### config.mk
export PLATFORM = sky130hd
export DESIGN_NAME = pix24_unpacker
export DESIGN_NICKNAME = d
export VERILOG_FILES = /design/src/rtl/pix24_pkg.sv /design/src/rtl/pix24_datapath.sv /design/src/rtl/pix24_ctrl.sv /design/src/rtl/pix24_unpacker.sv
export SDC_FILE = /design/constraint.sdc
export NUM_CORES = 1
export LEC_CHECK = 0
export BUFFER_PORTS_ARGS = -buffer_cell sky130_fd_sc_hd__buf_4
export CORE_MARGIN = 2
export CORE_UTILIZATION = 47
export DETAILED_ROUTE_END_ITERATION = 12
export GPL_ROUTABILITY_DRIVEN = 0
export PLACE_DENSITY = 0.8
export SLEW_MARGIN = 0
export SYNTH_ARGS = -nofsm -noshare
export SYNTH_HDL_FRONTEND = slang
export SYNTH_HIERARCHICAL = 1
export SYNTH_SLANG_ARGS = --single-unit
export TNS_END_PERCENT = 50
### constraint.sdc
create_clock -name clk -period 2.55 [get_ports clk]
set_input_delay 0.255 -clock clk [delete_from_list [all_inputs] [get_ports clk]]
set_output_delay 0.255 -clock clk [all_outputs]
set_load 0.01 [all_outputs]
### src/rtl/pix24_pkg.sv
package pix24_pkg;
  localparam int WORD_W = 32;
  localparam int BYTE_W = WORD_W / 4;
  localparam int PIX_W  = 3 * BYTE_W;

  typedef enum logic [1:0] {
    PH_W0   = 2'd0,
    PH_W1   = 2'd1,
    PH_W2   = 2'd2,
    PH_HOLD = 2'd3
  } phase_e;

  typedef struct packed {
    phase_e sel;      // current group position
    logic   capture;  // store leftover bytes of the presented word
    logic   unpacked; // one pixel per word
  } dpCtl_t;
endpackage

### src/rtl/pix24_datapath.sv
module pix24_datapath
  import pix24_pkg::*;
#(
  parameter int WordW = WORD_W
) (
  input  logic                    clk,
  input  logic                    rstN,
  input  dpCtl_t                  ctl,
  input  logic [WordW-1:0]        inData,
  output logic [3*(WordW/4)-1:0]  pixData
);
  localparam int ByteW = WordW / 4;
  localparam int PixW  = 3 * ByteW;

  logic [PixW-1:0] holdReg;

  always_ff @(posedge clk) begin
    if (!rstN) begin
      holdReg <= '0;
    end else if (ctl.capture) begin
      unique case (ctl.sel)
        PH_W0:   holdReg <= {{(2*ByteW){1'b0}}, inData[WordW-1 -: ByteW]};
        PH_W1:   holdReg <= {{ByteW{1'b0}}, inData[WordW-1 -: 2*ByteW]};
        PH_W2:   holdReg <= inData[WordW-1 -: PixW];
        default: holdReg <= holdReg;
      endcase
    end
  end

  always_comb begin
    if (ctl.sel == PH_HOLD) begin
      pixData = holdReg;
    end else if (ctl.unpacked) begin
      pixData = inData[PixW-1:0];
    end else begin
      unique case (ctl.sel)
        PH_W1:   pixData = {inData[2*ByteW-1:0], holdReg[ByteW-1:0]};
        PH_W2:   pixData = {inData[ByteW-1:0], holdReg[2*ByteW-1:0]};
        default: pixData = inData[PixW-1:0];
      endcase
    end
  end


  held_pixel_kept_chk: assert property (@(posedge clk) disable iff (!rstN)
    (ctl.sel == PH_HOLD && !ctl.capture) |=> $stable(holdReg));
endmodule

### src/rtl/pix24_ctrl.sv
module pix24_ctrl
  import pix24_pkg::*;
(
  input  logic   clk,
  input  logic   rstN,
  input  logic   frameStart,
  input  logic   tftEnable,
  input  logic   deep24Enable,
  input  logic   rawFormat,
  input  logic   inValid,
  input  logic   pixReady,
  input  logic   bypassReady,
  output logic   inReady,
  output logic   pixValid,
  output logic   bypassValid,
  output dpCtl_t ctl
);
  phase_e phase, phaseNext;
  logic   direct;
  logic   accept;

  assign direct = tftEnable && deep24Enable;
  assign accept = inValid && inReady;

  always_comb begin
    inReady     = 1'b0;
    pixValid    = 1'b0;
    bypassValid = 1'b0;
    if (frameStart) begin
      inReady = 1'b0;
    end else if (!direct) begin
      bypassValid = inValid;
      inReady     = bypassReady;
    end else if (phase == PH_HOLD) begin
      pixValid = 1'b1;
    end else begin
      pixValid = inValid;
      inReady  = pixReady;
    end
  end

  always_comb begin
    phaseNext = phase;
    if (frameStart) begin
      phaseNext = PH_W0;
    end else if (direct) begin
      if (phase == PH_HOLD) begin
        if (pixReady) phaseNext = PH_W0;
      end else if (accept) begin
        if (rawFormat) begin
          phaseNext = PH_W0;
        end else begin
          unique case (phase)
            PH_W0:   phaseNext = PH_W1;
            PH_W1:   phaseNext = PH_W2;
            default: phaseNext = PH_HOLD;
          endcase
        end
      end
    end
  end

  always_ff @(posedge clk) begin
    if (!rstN) phase <= PH_W0;
    else       phase <= phaseNext;
  end

  always_comb begin
    ctl.sel      = phase;
    ctl.unpacked = rawFormat;
    ctl.capture  = direct && accept && !rawFormat && !frameStart;
  end


  frame_restart_chk: assert property (@(posedge clk) disable iff (!rstN)
    frameStart |=> phase == PH_W0);

  group_end_hold_chk: assert property (@(posedge clk) disable iff (!rstN)
    (phase == PH_W2 && accept && direct && !rawFormat && !frameStart) |=> phase == PH_HOLD);

  sparse_no_advance_chk: assert property (@(posedge clk) disable iff (!rstN)
    (phase == PH_W0 && accept && direct && rawFormat) |=> phase == PH_W0);
endmodule

### src/rtl/pix24_unpacker.sv
module pix24_unpacker
  import pix24_pkg::*;
(
  input  logic                clk,
  input  logic                rstN,
  input  logic                frameStart,
  input  logic                tftEnable,
  input  logic                deep24Enable,
  input  logic                rawFormat,
  input  logic                inValid,
  input  logic [WORD_W-1:0]   inData,
  output logic                inReady,
  output logic                pixValid,
  output logic [PIX_W-1:0]    pixData,
  input  logic                pixReady,
  output logic                bypassValid,
  output logic [WORD_W-1:0]   bypassData,
  input  logic                bypassReady
);
  dpCtl_t ctl;

  pix24_ctrl u_ctrl (
    .clk(clk), .rstN(rstN), .frameStart(frameStart),
    .tftEnable(tftEnable), .deep24Enable(deep24Enable), .rawFormat(rawFormat),
    .inValid(inValid), .pixReady(pixReady), .bypassReady(bypassReady),
    .inReady(inReady), .pixValid(pixValid), .bypassValid(bypassValid),
    .ctl(ctl)
  );

  pix24_datapath #(.WordW(WORD_W)) u_dp (
    .clk(clk), .rstN(rstN), .ctl(ctl), .inData(inData), .pixData(pixData)
  );

  assign bypassData = inData;


  no_pixel_when_off_chk: assert property (@(posedge clk) disable iff (!rstN)
    !(tftEnable && deep24Enable) |-> !pixValid);

  bypass_follow_chk: assert property (@(posedge clk) disable iff (!rstN)
    (!(tftEnable && deep24Enable) && !frameStart) |->
      (bypassValid == inValid && inReady == bypassReady));

  frame_quiet_chk: assert property (@(posedge clk) disable iff (!rstN)
    frameStart |-> (!inReady && !pixValid && !bypassValid));

  stall_stable_chk: assert property (@(posedge clk) disable iff (!rstN)
    (pixValid && !pixReady && !inReady && tftEnable && deep24Enable)
      ##1 (!frameStart && tftEnable && deep24Enable) |-> (pixValid && $stable(pixData)));
endmodule

==> impl_metrics.json <==
{
  "p_leak_uw": 0.001172,
  "combPwrFrac_pct": 26.3,
  "hp-start": "frameStart",
  "hold_class": "in2reg",
  "clk_path_buf_depth": 2,
  "synthTopCellsByArea": "dfxtp_1, buf_4, a22o_1, a21boi_0, nand2_1",
  "antenna_cells": 0,
  "cts_tree": "yes",
  "dieWidth_um": 71.83,
  "fin_crit_sh_pct": 94.85,
  "synth_top_area_share_pct": 24.07,
  "status": "finished, final reports clean",
  "drive_gt1_share_pct": 37.13,
  "die_h_um": 71.83,
  "layout.nets": 379,
  "cp_max_fo": 24,
  "vias": 2351,
  "dp_hpwl_mm": 4.967,
  "yosys.area.top_type": "dfxtp_1",
  "tightest_slew_ns": 0.6238,
  "wl_mm": 6.711,
  "path_class": "reg2out",
  "insertion_delay_ns": 0.27,
  "numCtsBuffers": 3,
  "finalSetupViolCount": 0,
  "syn_to_final_growth_pct": 28.07,
  "grt_use_total_pct": 25.29,
  "sw_frac_of_total_pct": 27.00,
  "synth_edf_count": 0,
  "gr-total-overflow": 0,
  "clkPwrFrac_pct": 29.6,
  "mostFrequentLayoutCells": "buf_4, nand2_1, dfxtp_1",
  "critPathLaunch": "u_ctrl/phase[0]$_SDFFE_PP0P_",
  "synthArstFlopShare_pct": 0,
  "rsz0062_at_grt": "false",
  "portBuffers": 99,
  "multi_input_area_um2": 1252,
  "fin_worst_skew_ns": 0.002774,
  "core_um2": 4384,
  "cts_max_level": 1,
  "ys_seq_elements": 26,
  "clk_transition_reported_paths_ns": 0.09,
  "antenna_found_initial": 0,
  "maxCapViolCount": 0,
  "grt_pass1_wl_mm": 10.47,
  "seq_area_frac_synth_pct": 24.07,
  "holdPathStages": 2,
  "regArea_um2": 521.8,
  "yosys_most_used_dff": "dfxtp_1",
  "mostFrequentLayoutCell": "buf_4",
  "fillCellCount": 399,
  "maxSlewHeadroom_pct": 58.26,
  "drc": 0,
  "fp-row-count": 24,
  "dpl-instance-area_um2": 2666,
  "crit_path_end": "pixData[11]",
  "drtIter0Drc": 283,
  "post_drt_wl_per_cell_um": 17.39,
  "synth_cell_types": 36,
  "slew_viol_final": 0,
  "dr.pass1.iters": 5,
  "r2r-start": "u_ctrl/phase[1]$_SDFFE_PP0P_",
  "critPathLaunchType": "flop",
  "syn_area_um2": 2162,
  "finalHoldViolCount": 0,
  "pwr_density_cell_nw_per_um2": 333.8,
  "r2r_cells": 5,
  "synthCells": 274,
  "fin_area_um2": 2769,
  "first_global_vias": 2171,
  "antenna_left": 0,
  "p_int_uw": 674.7,
  "reg2reg_slack_ns": 0.45,
  "min_period_ns": 2.419,
  "ys.warnings.count": 6,
  "die_area_um2": 5159,
  "syn-num-nets": 318,
  "timing.rr.end": "u_dp/holdReg[12]$_SDFFE_PN0P_",
  "end_kind": "primary output",
  "max-vdd-ir-drop_mv": 0.1907,
  "seqPwrFrac_pct": 44.1,
  "hold_buffers": 0,
  "start_util_pct": 49.32,
  "root_buffer": "clkbuf_8",
  "viasPerCell": 6.091,
  "cts_sinks": 26,
  "worstPathRequired_ns": 2.30,
  "p_sw_uw": 249.6,
  "grt_max_degree": 27,
  "fmax_ghz": 0.4134,
  "postSynthAreaPerCell_um2": 7.891,
  "worstPathArrival_ns": 2.16,
  "ios": 100,
  "fin_setup_tns_ns": 0
}
## power groups by stage
| stage | clock network [µW] | logic, µW | registers (µW) |
|---|---|---|---|
| 2_1_floorplan | 0 | 120 | 417 |
| 3_3_place_gp | 0 | 239 | 417 |
| 3_5_place_dp | 0 | 242 | 417 |
| 4_1_cts | 276 | 243 | 407 |
| 5_1_grt | 298 | 259 | 408 |
| 6_report | 274 | 243 | 407 |
## area by class of cell
class | instances | share of cell area (%)
multi-input cells | 185 | 45.23
repair buffers | 114 | 30.91
flip-flops and latches | 26 | 18.84
well taps | 52 | 2.350
clock buffers | 4 | 1.988
inverters | 5 | 0.6778
## kinds of logic after synthesis
kind of cell               after synthesis  share of synthesized area, %
and+or+nand+nor                         84                         19.27
AOI/OAI and AO/OA                       98                         36.52
DFF                                     26                         24.07
buffers and inverters                   63                         18.40
adders and majority gates                3                         1.736
## synthesized netlist by cell type, types with 2 or more instances
library cell and instances:
nand3_1 18, clkbuf_1 7, buf_4 34, inv_1 5, nor2_1 11, a21oi_1 4
a21boi_0 16, o2bb2ai_1 8, a22o_1 16, o21a_1 8, ha_1 3, nand2_1 28
a221o_1 8, buf_2 14, a31oi_1 8, buf_6 2, nor2b_1 9, nand2b_1 10
dfxtp_1 26, a221oi_1 8, o31ai_1 8, a22oi_1 9
## per-stage QoR
stage	utilization [%]	cells	worst slack [ns]	hold slack (ns)	power, µW
global placement	60.82	377	0.3888	0.4493	656.3
finish	63.16	386	0.1313	0.1838	924.3
CTS	62.10	381	0.07794	0.1808	926.1
detailed placement	60.82	377	0.2886	0.4556	659.2
floorplan	-	274	0.5940	0.3271	536.6
global route	63.16	386	0.03252	0.1774	964.4
## per-layer routing
layer | GRT usage (%) | up-vias | share of wire (%)
li1 | - | 1095 | -
met1 | 33.10 | 1089 | 41
met2 | 43.00 | 157 | 48
met3 | 3.376 | 10 | 9.7
met4 | 8.176 | 0 | 1.8
met5 | 0 | - | 0
## sequential cells by signal, summed over array words and instances (netlist names)
| name | count |
|---|---|
| u_dp/holdReg | 24 |
| u_ctrl/phase | 2 |
## worst min path at each step
stage | end | slack (ns)
3_3_place_gp | u_dp/holdReg[16]$_SDFFE_PN0P_ | 0.45
4_1_cts | u_ctrl/phase[1]$_SDFFE_PP0P_ | 0.18
5_1_grt | u_ctrl/phase[1]$_SDFFE_PP0P_ | 0.18
2_1_floorplan | u_ctrl/phase[1]$_SDFFE_PP0P_ | 0.33
6_report | u_ctrl/phase[1]$_SDFFE_PP0P_ | 0.18
3_5_place_dp | u_dp/holdReg[20]$_SDFFE_PN0P_ | 0.46
## repair_timing
item                       CTS  global route
pin swaps                    0             2
setup endpoints to repair    6            18
gates resized for setup      1             2
buffers inserted             0             5
## critical path: stages (launching register included)
cell and delay, ns:
dfxtp_2 0.43, inv_1 0.07, ha_1 0.37, buf_4 0.25
o21a_1 0.21, a31oi_1 0.28, o2bb2ai_1 0.12, buf_4 0.15
Power figures use the tool's default switching activity.
